### src/rtl/evcnt_pkg.sv
package evcnt_pkg;
   // register port selection codes
   typedef enum logic [1:0] {
      RS_CTRL = 2'd0,
      RS_CNT0 = 2'd1,
      RS_CNT1 = 2'd2,
      RS_VOID = 2'd3
   } reg_sel_e;

   // spacing between per-counter control fields in the control register
   localparam int FLD_STRIDE = 16;
   // bits of a field beyond the event select: low-level en, level-3 en, clock, overflow
   localparam int FLD_EXTRA  = 4;
endpackage

### src/rtl/evcnt_ctrl_reg.sv
module evcnt_ctrl_reg
   import evcnt_pkg::*;
#(
   parameter int SEL_W   = 6,
   parameter int NUM_CNT = 2
) (
   input  logic                            clk,
   input  logic                            rst_n,
   input  logic                            wr_en,
   input  logic [NUM_CNT*FLD_STRIDE-1:0]   wdata,
   output logic [NUM_CNT*FLD_STRIDE-1:0]   ctrl_q
);
   localparam int FIELD_W = SEL_W + FLD_EXTRA;
   localparam int CTRL_W  = NUM_CNT * FLD_STRIDE;

   logic [CTRL_W-1:0] wr_mask;

   // writable bits: the low FIELD_W bits of every stride
   for (genvar i = 0; i < NUM_CNT; i++) begin : g_mask
      if (FIELD_W < FLD_STRIDE) begin : g_pad
         assign wr_mask[i*FLD_STRIDE +: FLD_STRIDE] =
            {{(FLD_STRIDE-FIELD_W){1'b0}}, {FIELD_W{1'b1}}};
      end else begin : g_full
         assign wr_mask[i*FLD_STRIDE +: FLD_STRIDE] = {FLD_STRIDE{1'b1}};
      end
   end

   always_ff @(posedge clk or negedge rst_n) begin
      if (!rst_n)     ctrl_q <= '0;
      else if (wr_en) ctrl_q <= wdata & wr_mask;
   end
endmodule

### src/rtl/evcnt_gate.sv
module evcnt_gate #(
   parameter int SEL_W = 6,
   parameter int EXTRA = 4
) (
   input  logic [(1<<SEL_W)-1:0]   evt,
   input  logic [SEL_W+EXTRA-1:0]  field,
   input  logic [1:0]              cpl,
   output logic                    inc,
   output logic                    ovf_mode
);
   logic [SEL_W-1:0] sel;
   logic             en_low, en_top, clk_mode, lvl_ok, src_hit;

   assign sel      = field[SEL_W-1:0];
   assign en_low   = field[SEL_W];
   assign en_top   = field[SEL_W+1];
   assign clk_mode = field[SEL_W+2];
   assign ovf_mode = field[SEL_W+3];

   always_comb begin
      lvl_ok  = (cpl == 2'd3) ? en_top : en_low;
      src_hit = clk_mode | evt[sel];
      inc     = lvl_ok & src_hit;
   end
endmodule

### src/rtl/evcnt_counter.sv
module evcnt_counter #(
   parameter int CNT_W = 40
) (
   input  logic             clk,
   input  logic             rst_n,
   input  logic             load,
   input  logic [CNT_W-1:0] load_val,
   input  logic             inc,
   input  logic             ovf_mode,
   output logic [CNT_W-1:0] cnt_q,
   output logic             pin_q
);
   logic at_top;
   assign at_top = &cnt_q;

   always_ff @(posedge clk or negedge rst_n) begin
      if (!rst_n) begin
         cnt_q <= '0;
         pin_q <= 1'b0;
      end else if (load) begin
         cnt_q <= load_val;
         pin_q <= 1'b0;
      end else if (inc) begin
         cnt_q <= cnt_q + 1'b1;
         pin_q <= ovf_mode ? at_top : 1'b1;
      end else begin
         pin_q <= 1'b0;
      end
   end
endmodule

### src/rtl/evcnt_unit.sv
module evcnt_unit
   import evcnt_pkg::*;
#(
   parameter int CNT_W   = 40,
   parameter int SEL_W   = 6,
   parameter int NUM_CNT = 2
) (
   input  logic                     clk,
   input  logic                     rst_n,
   input  logic                     reg_wr,
   input  logic [1:0]               reg_addr,
   input  logic [CNT_W-1:0]         reg_wdata,
   output logic [CNT_W-1:0]         reg_rdata,
   input  logic [(1<<SEL_W)-1:0]    evt_strobe,
   input  logic [1:0]               cpl,
   output logic [NUM_CNT-1:0]       cnt_pin
);
   localparam int FIELD_W = SEL_W + FLD_EXTRA;
   localparam int CTRL_W  = NUM_CNT * FLD_STRIDE;

   if (NUM_CNT < 1 || NUM_CNT > 2) begin : g_bad_num
      $error("evcnt_unit: NUM_CNT must be 1 or 2");
   end
   if (FIELD_W > FLD_STRIDE) begin : g_bad_field
      $error("evcnt_unit: control field wider than its stride");
   end
   if (CNT_W < CTRL_W) begin : g_bad_width
      $error("evcnt_unit: CNT_W must cover the control register");
   end

   logic [CTRL_W-1:0]                ctrl_q;
   logic [NUM_CNT-1:0][CNT_W-1:0]    cnt_q;
   logic                             ctrl_wr;

   assign ctrl_wr = reg_wr && (reg_sel_e'(reg_addr) == RS_CTRL);

   evcnt_ctrl_reg #(.SEL_W(SEL_W), .NUM_CNT(NUM_CNT)) u_ctrl (
      .clk    (clk),
      .rst_n  (rst_n),
      .wr_en  (ctrl_wr),
      .wdata  (reg_wdata[CTRL_W-1:0]),
      .ctrl_q (ctrl_q)
   );

   for (genvar i = 0; i < NUM_CNT; i++) begin : g_cnt
      logic inc, ovf_mode, load;

      assign load = reg_wr && (reg_addr == 2'(i + 1));

      evcnt_gate #(.SEL_W(SEL_W), .EXTRA(FLD_EXTRA)) u_gate (
         .evt      (evt_strobe),
         .field    (ctrl_q[i*FLD_STRIDE +: FIELD_W]),
         .cpl      (cpl),
         .inc      (inc),
         .ovf_mode (ovf_mode)
      );

      evcnt_counter #(.CNT_W(CNT_W)) u_cnt (
         .clk      (clk),
         .rst_n    (rst_n),
         .load     (load),
         .load_val (reg_wdata),
         .inc      (inc),
         .ovf_mode (ovf_mode),
         .cnt_q    (cnt_q[i]),
         .pin_q    (cnt_pin[i])
      );
   end

   always_comb begin
      reg_rdata = '0;
      case (reg_sel_e'(reg_addr))
         RS_CTRL: reg_rdata = CNT_W'(ctrl_q);
         RS_CNT0: reg_rdata = cnt_q[0];
         RS_CNT1: if (NUM_CNT > 1) reg_rdata = cnt_q[NUM_CNT-1];
         default: reg_rdata = '0;
      endcase
   end
endmodule

### config.mk
export PLATFORM = sky130hd
export DESIGN_NAME = evcnt_unit
export DESIGN_NICKNAME = d
export VERILOG_FILES = /design/src/rtl/evcnt_pkg.sv /design/src/rtl/evcnt_ctrl_reg.sv /design/src/rtl/evcnt_gate.sv /design/src/rtl/evcnt_counter.sv /design/src/rtl/evcnt_unit.sv
export SDC_FILE = /design/constraint.sdc
export NUM_CORES = 1
export LEC_CHECK = 0
export BUFFER_PORTS_ARGS = -buffer_cell sky130_fd_sc_hd__buf_2
export CAP_MARGIN = 10
export CORE_MARGIN = 4
export CORE_UTILIZATION = 50
export DETAILED_ROUTE_END_ITERATION = 7
export MAX_ROUTING_LAYER = met4
export PLACE_DENSITY = 0.77
export SYNTH_ARGS = -nofsm -noshare
export SYNTH_HDL_FRONTEND = slang
export SYNTH_SLANG_ARGS = --single-unit
### constraint.sdc
create_clock -name clk -period 2.9 [get_ports clk]
set_input_delay 0.145 -clock clk [delete_from_list [all_inputs] [get_ports clk]]
set_output_delay 0.145 -clock clk [all_outputs]
set_load 0.01 [all_outputs]
; Word level (Yosys, flattened, before mapping)
; Index checks and enable logic that the tools add are counted.
[word_totals]
regBits = 102
input_bits = 111
output_inout_bits = 42
wordCells = 41
[classes]
n_addsub = 2
order_cmp = 2
n_eq_ne = 3
muxes = 17
bitwise = 4
reduce_logical = 8
[op_table]
columns = operator, n
row1 = $mux W40, 4
row2 = $pmux W40 S3, 1
row3 = $add A40 B1 Y40 const B, 2
row4 = $reduce_and A40 Y1, 2
row5 = $lt A6 B7 Y1 const B, 2
row6 = $bmux W1 S6, 2
row7 = $mux W1, 10
row8 = $eq A2 B2 Y1 const B, 2
row9 = $reduce_bool A2 Y1, 2
row10 = $logic_and A1 B1 Y1, 3
row11 = $and A1 B1 Y1, 2
row12 = $eq A2 B1 Y1 const B, 1
row13 = $logic_not A2 Y1, 1
row14 = $or A1 B1 Y1, 2

; Longest topological paths before layout
[logic_depth]
ltp_word = 6
depth_mapped = 11
depth_no_buf = 8

; Cells and area by module
; A second synthesis with hierarchy kept.
[unflattened]
hier_cells = 850
area_unflattened_um2 = 8026.4
[by_module_without_submodules]
columns = mod, instances, cells_per_inst, area_per_inst_um2, seq_area_each_um2
row1 = evcnt_counter, 2, 295, 2547.4, 1026.0
row2 = evcnt_gate, 2, 57, 595.6, 0.0
row3 = evcnt_ctrl_reg, 1, 55, 917.1, 500.5
row4 = evcnt_unit, 1, 91, 823.3, 0.0

; Least setup slack after synthesis
; No wires, ideal clock.
[synth_timing]
kind = reg2reg
from = register u_ctrl.ctrl_q[0]
to = register g_cnt[0].u_cnt.cnt_q[3]
setup_ps = 137
arrival_time_ps = 2643
required_ps = 2763
path_slack_ps = 120
stages_incl_launch_ff = 11
n_path_buf = 2
period_less_slack_ps = 2780
cell_sequence = dfrtp_1 -> buf_6 -> mux4_2 -> mux4_2 -> nand2_1 -> a21oi_1 -> nor4_4 -> buf_2 -> nor3_1 -> xnor2_1 -> a21oi_1
[synth_between]
elab_chain_cells = 5
[synth_rtl]
columns = item, line
row1 = "start, declared", evcnt_ctrl_reg.sv:11  ; output logic [NUM_CNT*FLD_STRIDE-1:0] ctrl_q
row2 = "start signal, assigned", evcnt_ctrl_reg.sv:30  ; else if (wr_en) ctrl_q <= wdata & wr_mask;
row3 = $bmux W1 S6, evcnt_gate.sv:22  ; src_hit = clk_mode | evt[sel];
row4 = $mux W1 (implied by the code), evcnt_gate.sv:22
row5 = $or A1 B1 Y1, evcnt_gate.sv:22
row6 = $and A1 B1 Y1, evcnt_gate.sv:23  ; inc = lvl_ok & src_hit;
row7 = $reduce_bool A2 Y1 (no line), n/a
row8 = "end signal, assigned", evcnt_counter.sv:21  ; cnt_q <= load_val;
row9 = "end signal, assigned", evcnt_counter.sv:24  ; cnt_q <= cnt_q + 1'b1;
row10 = "end, declared", evcnt_counter.sv:10  ; output logic [CNT_W-1:0] cnt_q,
; Every way passes these cells. The select of a mux whose other input is x is not followed.
; A chain may end at the register's enable or synchronous reset.

; Worst setup path in the final report
[layout_timing]
from = register u_ctrl.ctrl_q[0]
to = register g_cnt[0].u_cnt.cnt_q[12]
; Same word-level chain as after synthesis.

==> key figures <==
Status
  – Status: finished, final reports clean

Pwr
  – Clk pwr share: 0.219
  – Sw Ratio: 0.372
  – Switching pwr: 2.03 mW
  – VDD IR-drop max: 0.425 mV
  – Sequential share of power: 0.403
  – Leakage power total: 3.55 nW
  – Total power: 5.46 mW
  – Logic pwr share: 0.378
  – Pwr dens: 630 nW/um^2
  – Cell internal pwr: 3.43 mW

Clocking
  – CTS tree: built
  – Max Root-Sink Buffers: 2
  – Clk slew on worst S/H paths: 0.07 ns
  – H-tree Lvls: 3
  – CTS Buf Count: 9
  – Clock tree sinks: 102
  – CTS Root Cell: clkbuf_16
  – Worst-Skew Late Latency: 0.36 ns

Global route
  – First-pass GRT wire length: 34200 um
  – Vias in the first global route: 6691
  – Grt ovf: 0
  – Largest net degree at the start of global routing: 60
  – Antenna violations before repair: 0
  – Tot GR Track Use: 0.272

Layout
  – Area grow syn2layout: 21.0%
  – # nets final: 1054
  – Commonest non-fill, non-tap cell in the layout: buf_2
  – Commonest non-fill, non-tap cells in the layout: buf_2 (151), dfrtp_1 (101), nand2_1 (83), nor2_1 (74), xnor2_1 (73)
  – Fin util: 0.622
  – Ant diodes: 0
  – Final Cell Area: 8660 sq um
  – Fraction of final layout cells sized beyond drive strength 1: 0.278

Worst setup path
  – Family with the most delay on the worst path: multiplexers
  – RR Endpoint: g_cnt[0].u_cnt.cnt_q[12]
  – Worst R2R Path Depth: 10
  – Req. time, crit path: 3.12 ns
  – CP Launch Type: register
  – Critical path capture point type: register
  – Critical path class: reg -> reg
  – CP bufs+invs: 2
  – Worst Path Max Fanout: 18
  – CP max stage delay: 0.52 ns
  – Reg2Reg Setup Slack: 0.08 ns
  – Reg-to-Reg Start: u_ctrl.ctrl_q[0]
  – CP max stage cell: mux4_2
  – Arrival time worst endpoint: 3.04 ns
  – Crit path cell chain: mux4_2 > mux4_2 > nand2_2 > a21oi_2 > nor4_4 > buf_4 > clkbuf_16 > nor3b_1 > xnor2_1 > a21oi_1
  – CP most frequent cell: mux4_2

STA
  – Tmin final: 2.82 ns
  – Max_slew headroom: 0.564
  – Setup WS post-layout: 0.0822 ns
  – Slew Viols, Final: 0
  – Setup-failing EPs final: 0
  – Fin crit share: 0.972
  – Setup Skew: 0.0134 ns
  – Fin. Hold Viols: 0
  – Fmax: 0.355 GHz
  – Setup TNS: 0 ns
  – Slew @ Worst Pin: 0.654 ns

Placed design
  – Placement Cell Area: 8220 sq um
  – Worst slack at placement: 0.0388 ns
  – Hpwl dp: 15600 um
  – Gpl congestion: 0.940
  – I/O Buffers: 152

Hold path
  – Hold-critical path depth: 3
  – Endpoint, Worst Hold: g_cnt[1].u_cnt.cnt_q[27]
  – Hold Startpoint: reg_wdata[27]
  – HP Class: in -> reg

Floorplan
  – Core Area: 13900 sq um
  – Initial Util: 0.514
  – Chip width: 128 um
  – Ports: 153
  – Die ar.: 16300 sq um
  – Rows: 43
  – Die Ht: 128 um

Synthesis
  – Area leader, netlist: dfrtp_1
  – Library cells used by synthesis: 44
  – Post-synth EDFFs: 0
  – Compound-Gate Fraction of Synth Area: 0.122
  – Largest family of logic cells by synthesized area: simple AND/OR/NAND/NOR gates
  – Post-Synth Simple-Gate Area: 0.211
  – Top cells by area, synth: dfrtp_1 (36%), xnor2_1 (8.9%), mux4_2 (8.8%)
  – Mux share of post-synthesis cell area: 0.170
  – Synth warn: 0
  – Post-Syn Instances: 797
  – Share of Yosys cell area claimed by the top area cell type: 0.357
  – Main flop type after synthesis: dfrtp_1
  – Xor and xnor fraction of the mapped netlist area: 0.0930
  – FF+latch count, synth: 102
  – Cell area after synthesis: 7160 sq um
  – Net Count, Synth: 910
  – Ys async rst share: 1.00
  – Post-synthesis sequential area ratio: 0.357
  – Adder-cell share of the synthesized area: 0.00350
  – Avg Cell Area, Syn: 8.98 sq um

Job
  – Max-Cap Viols: 0

Detailed routing
  – WL per Instance: 19.2 um
  – Initial DRC Count: 655
  – Vias per std cell: 6.06
  – Drt drc: 0
  – Drt total wl: 21700 um
  – TritonRoute pass-1 iters: 5
  – Total number of vias: 6826
  – DRT antenna net count: 0
-- layer usage --
metal  share of wire  global-route usage
met5               0                   -
met3           0.088              0.0521
met2            0.48               0.435
met1            0.40               0.353
met4           0.025              0.0855
-- cells by family (layout without fill, tap and decap cells) --
| logic type | after synthesis | after routing |
|---|---|---|
| AOI/OAI and AO/OA | 150 | 150 |
| xor gates and xnor gates | 76 | 76 |
| adders and majority gates | 2 | 2 |
| buffers and inverters | 77 | 226 |
| DFF | 102 | 102 |
| muxes | 84 | 84 |
| and+or+nand+nor | 306 | 306 |
-- synthesized netlist by cell type, types with 2 or more instances --
master,n
xor2_1,3
nand2_1,85
or3_1,4
nor4_1,40
nor4b_1,6
nand2b_1,3
nor3_1,18
buf_1,3
a31oi_1,4
ha_1,2
nor3b_1,4
and3_1,13
o21ai_0,51
nand4_1,12
buf_2,7
inv_1,18
a22oi_1,7
mux2i_1,37
mux2_2,19
dfrtp_1,102
nor2b_1,7
clkbuf_1,45
a21oi_1,57
nor2_1,74
o21ai_1,3
and4_1,4
xnor2_1,73
nand3_1,27
o211ai_1,2
and2_1,4
or4_1,2
buf_4,3
mux4_2,28
a22o_1,20
-- timing repair --
| item | in CTS | in global routing |
|---|---|---|
| gates resized for setup | 0 | 5 |
| hold endpoints to repair | 43 | 0 |
| hold buffers | 1 | 0 |
| buffers inserted | 0 | 6 |
| endpoints found under the setup margin | 0 | 41 |
-- metrics by stage --
step,hold slack [ns],instances
2_1_floorplan,-0.151,797
3_3_place_gp,0.180,1099
3_5_place_dp,0.179,1099
4_1_cts,0.00697,1116
5_1_grt,0.0135,1126
6_report,0.0155,1126
-- power groups by stage --
stage,combinational (mW),clock [mW],sequential (mW)
final,2.07,1.20,2.20
after global routing,2.25,1.26,2.25
after CTS,1.89,1.20,2.19
after detailed placement,1.88,0,2.21
after global placement,1.84,0,2.19
after floorplan,1.35,0,2.04
-- worst max-delay path by stage --
stage	cells past startpoint	start	slack, ns	endpoint
floorplan	10	u_ctrl.ctrl_q[0]	0.12	g_cnt[0].u_cnt.cnt_q[3]
global placement	9	u_ctrl.ctrl_q[0]	0.08	g_cnt[0].u_cnt.cnt_q[32]
detailed placement	9	u_ctrl.ctrl_q[0]	0.04	g_cnt[0].u_cnt.cnt_q[32]
CTS	9	u_ctrl.ctrl_q[0]	0.01	g_cnt[0].u_cnt.cnt_q[9]
global route	10	u_ctrl.ctrl_q[0]	-0.04	g_cnt[0].u_cnt.cnt_q[2]
finish	10	u_ctrl.ctrl_q[0]	0.08	g_cnt[0].u_cnt.cnt_q[12]
-- sequential cells by signal (all words and copies together) (netlist names) --
register and count:
g_cnt.u_cnt.cnt_q 80, g_cnt.u_cnt.pin_q 2, u_ctrl.ctrl_q 20
-- cell type report --
class	instances	area, sq um
Fill cell	1244	5270
Tap cell	180	225
Timing Repair Buffer	192	1210
Clock buffer	11	253
Clock inverter	5	33.8
Multi-Input combinational cell	618	4320
Inverter	18	67.6
Sequential cell	102	2550
-- worst min-delay path: stages --
cell,delay (ns)
buf_2,0.10
nand2_1,0.04
o21ai_0,0.06
Power figures use the tool's default switching activity.
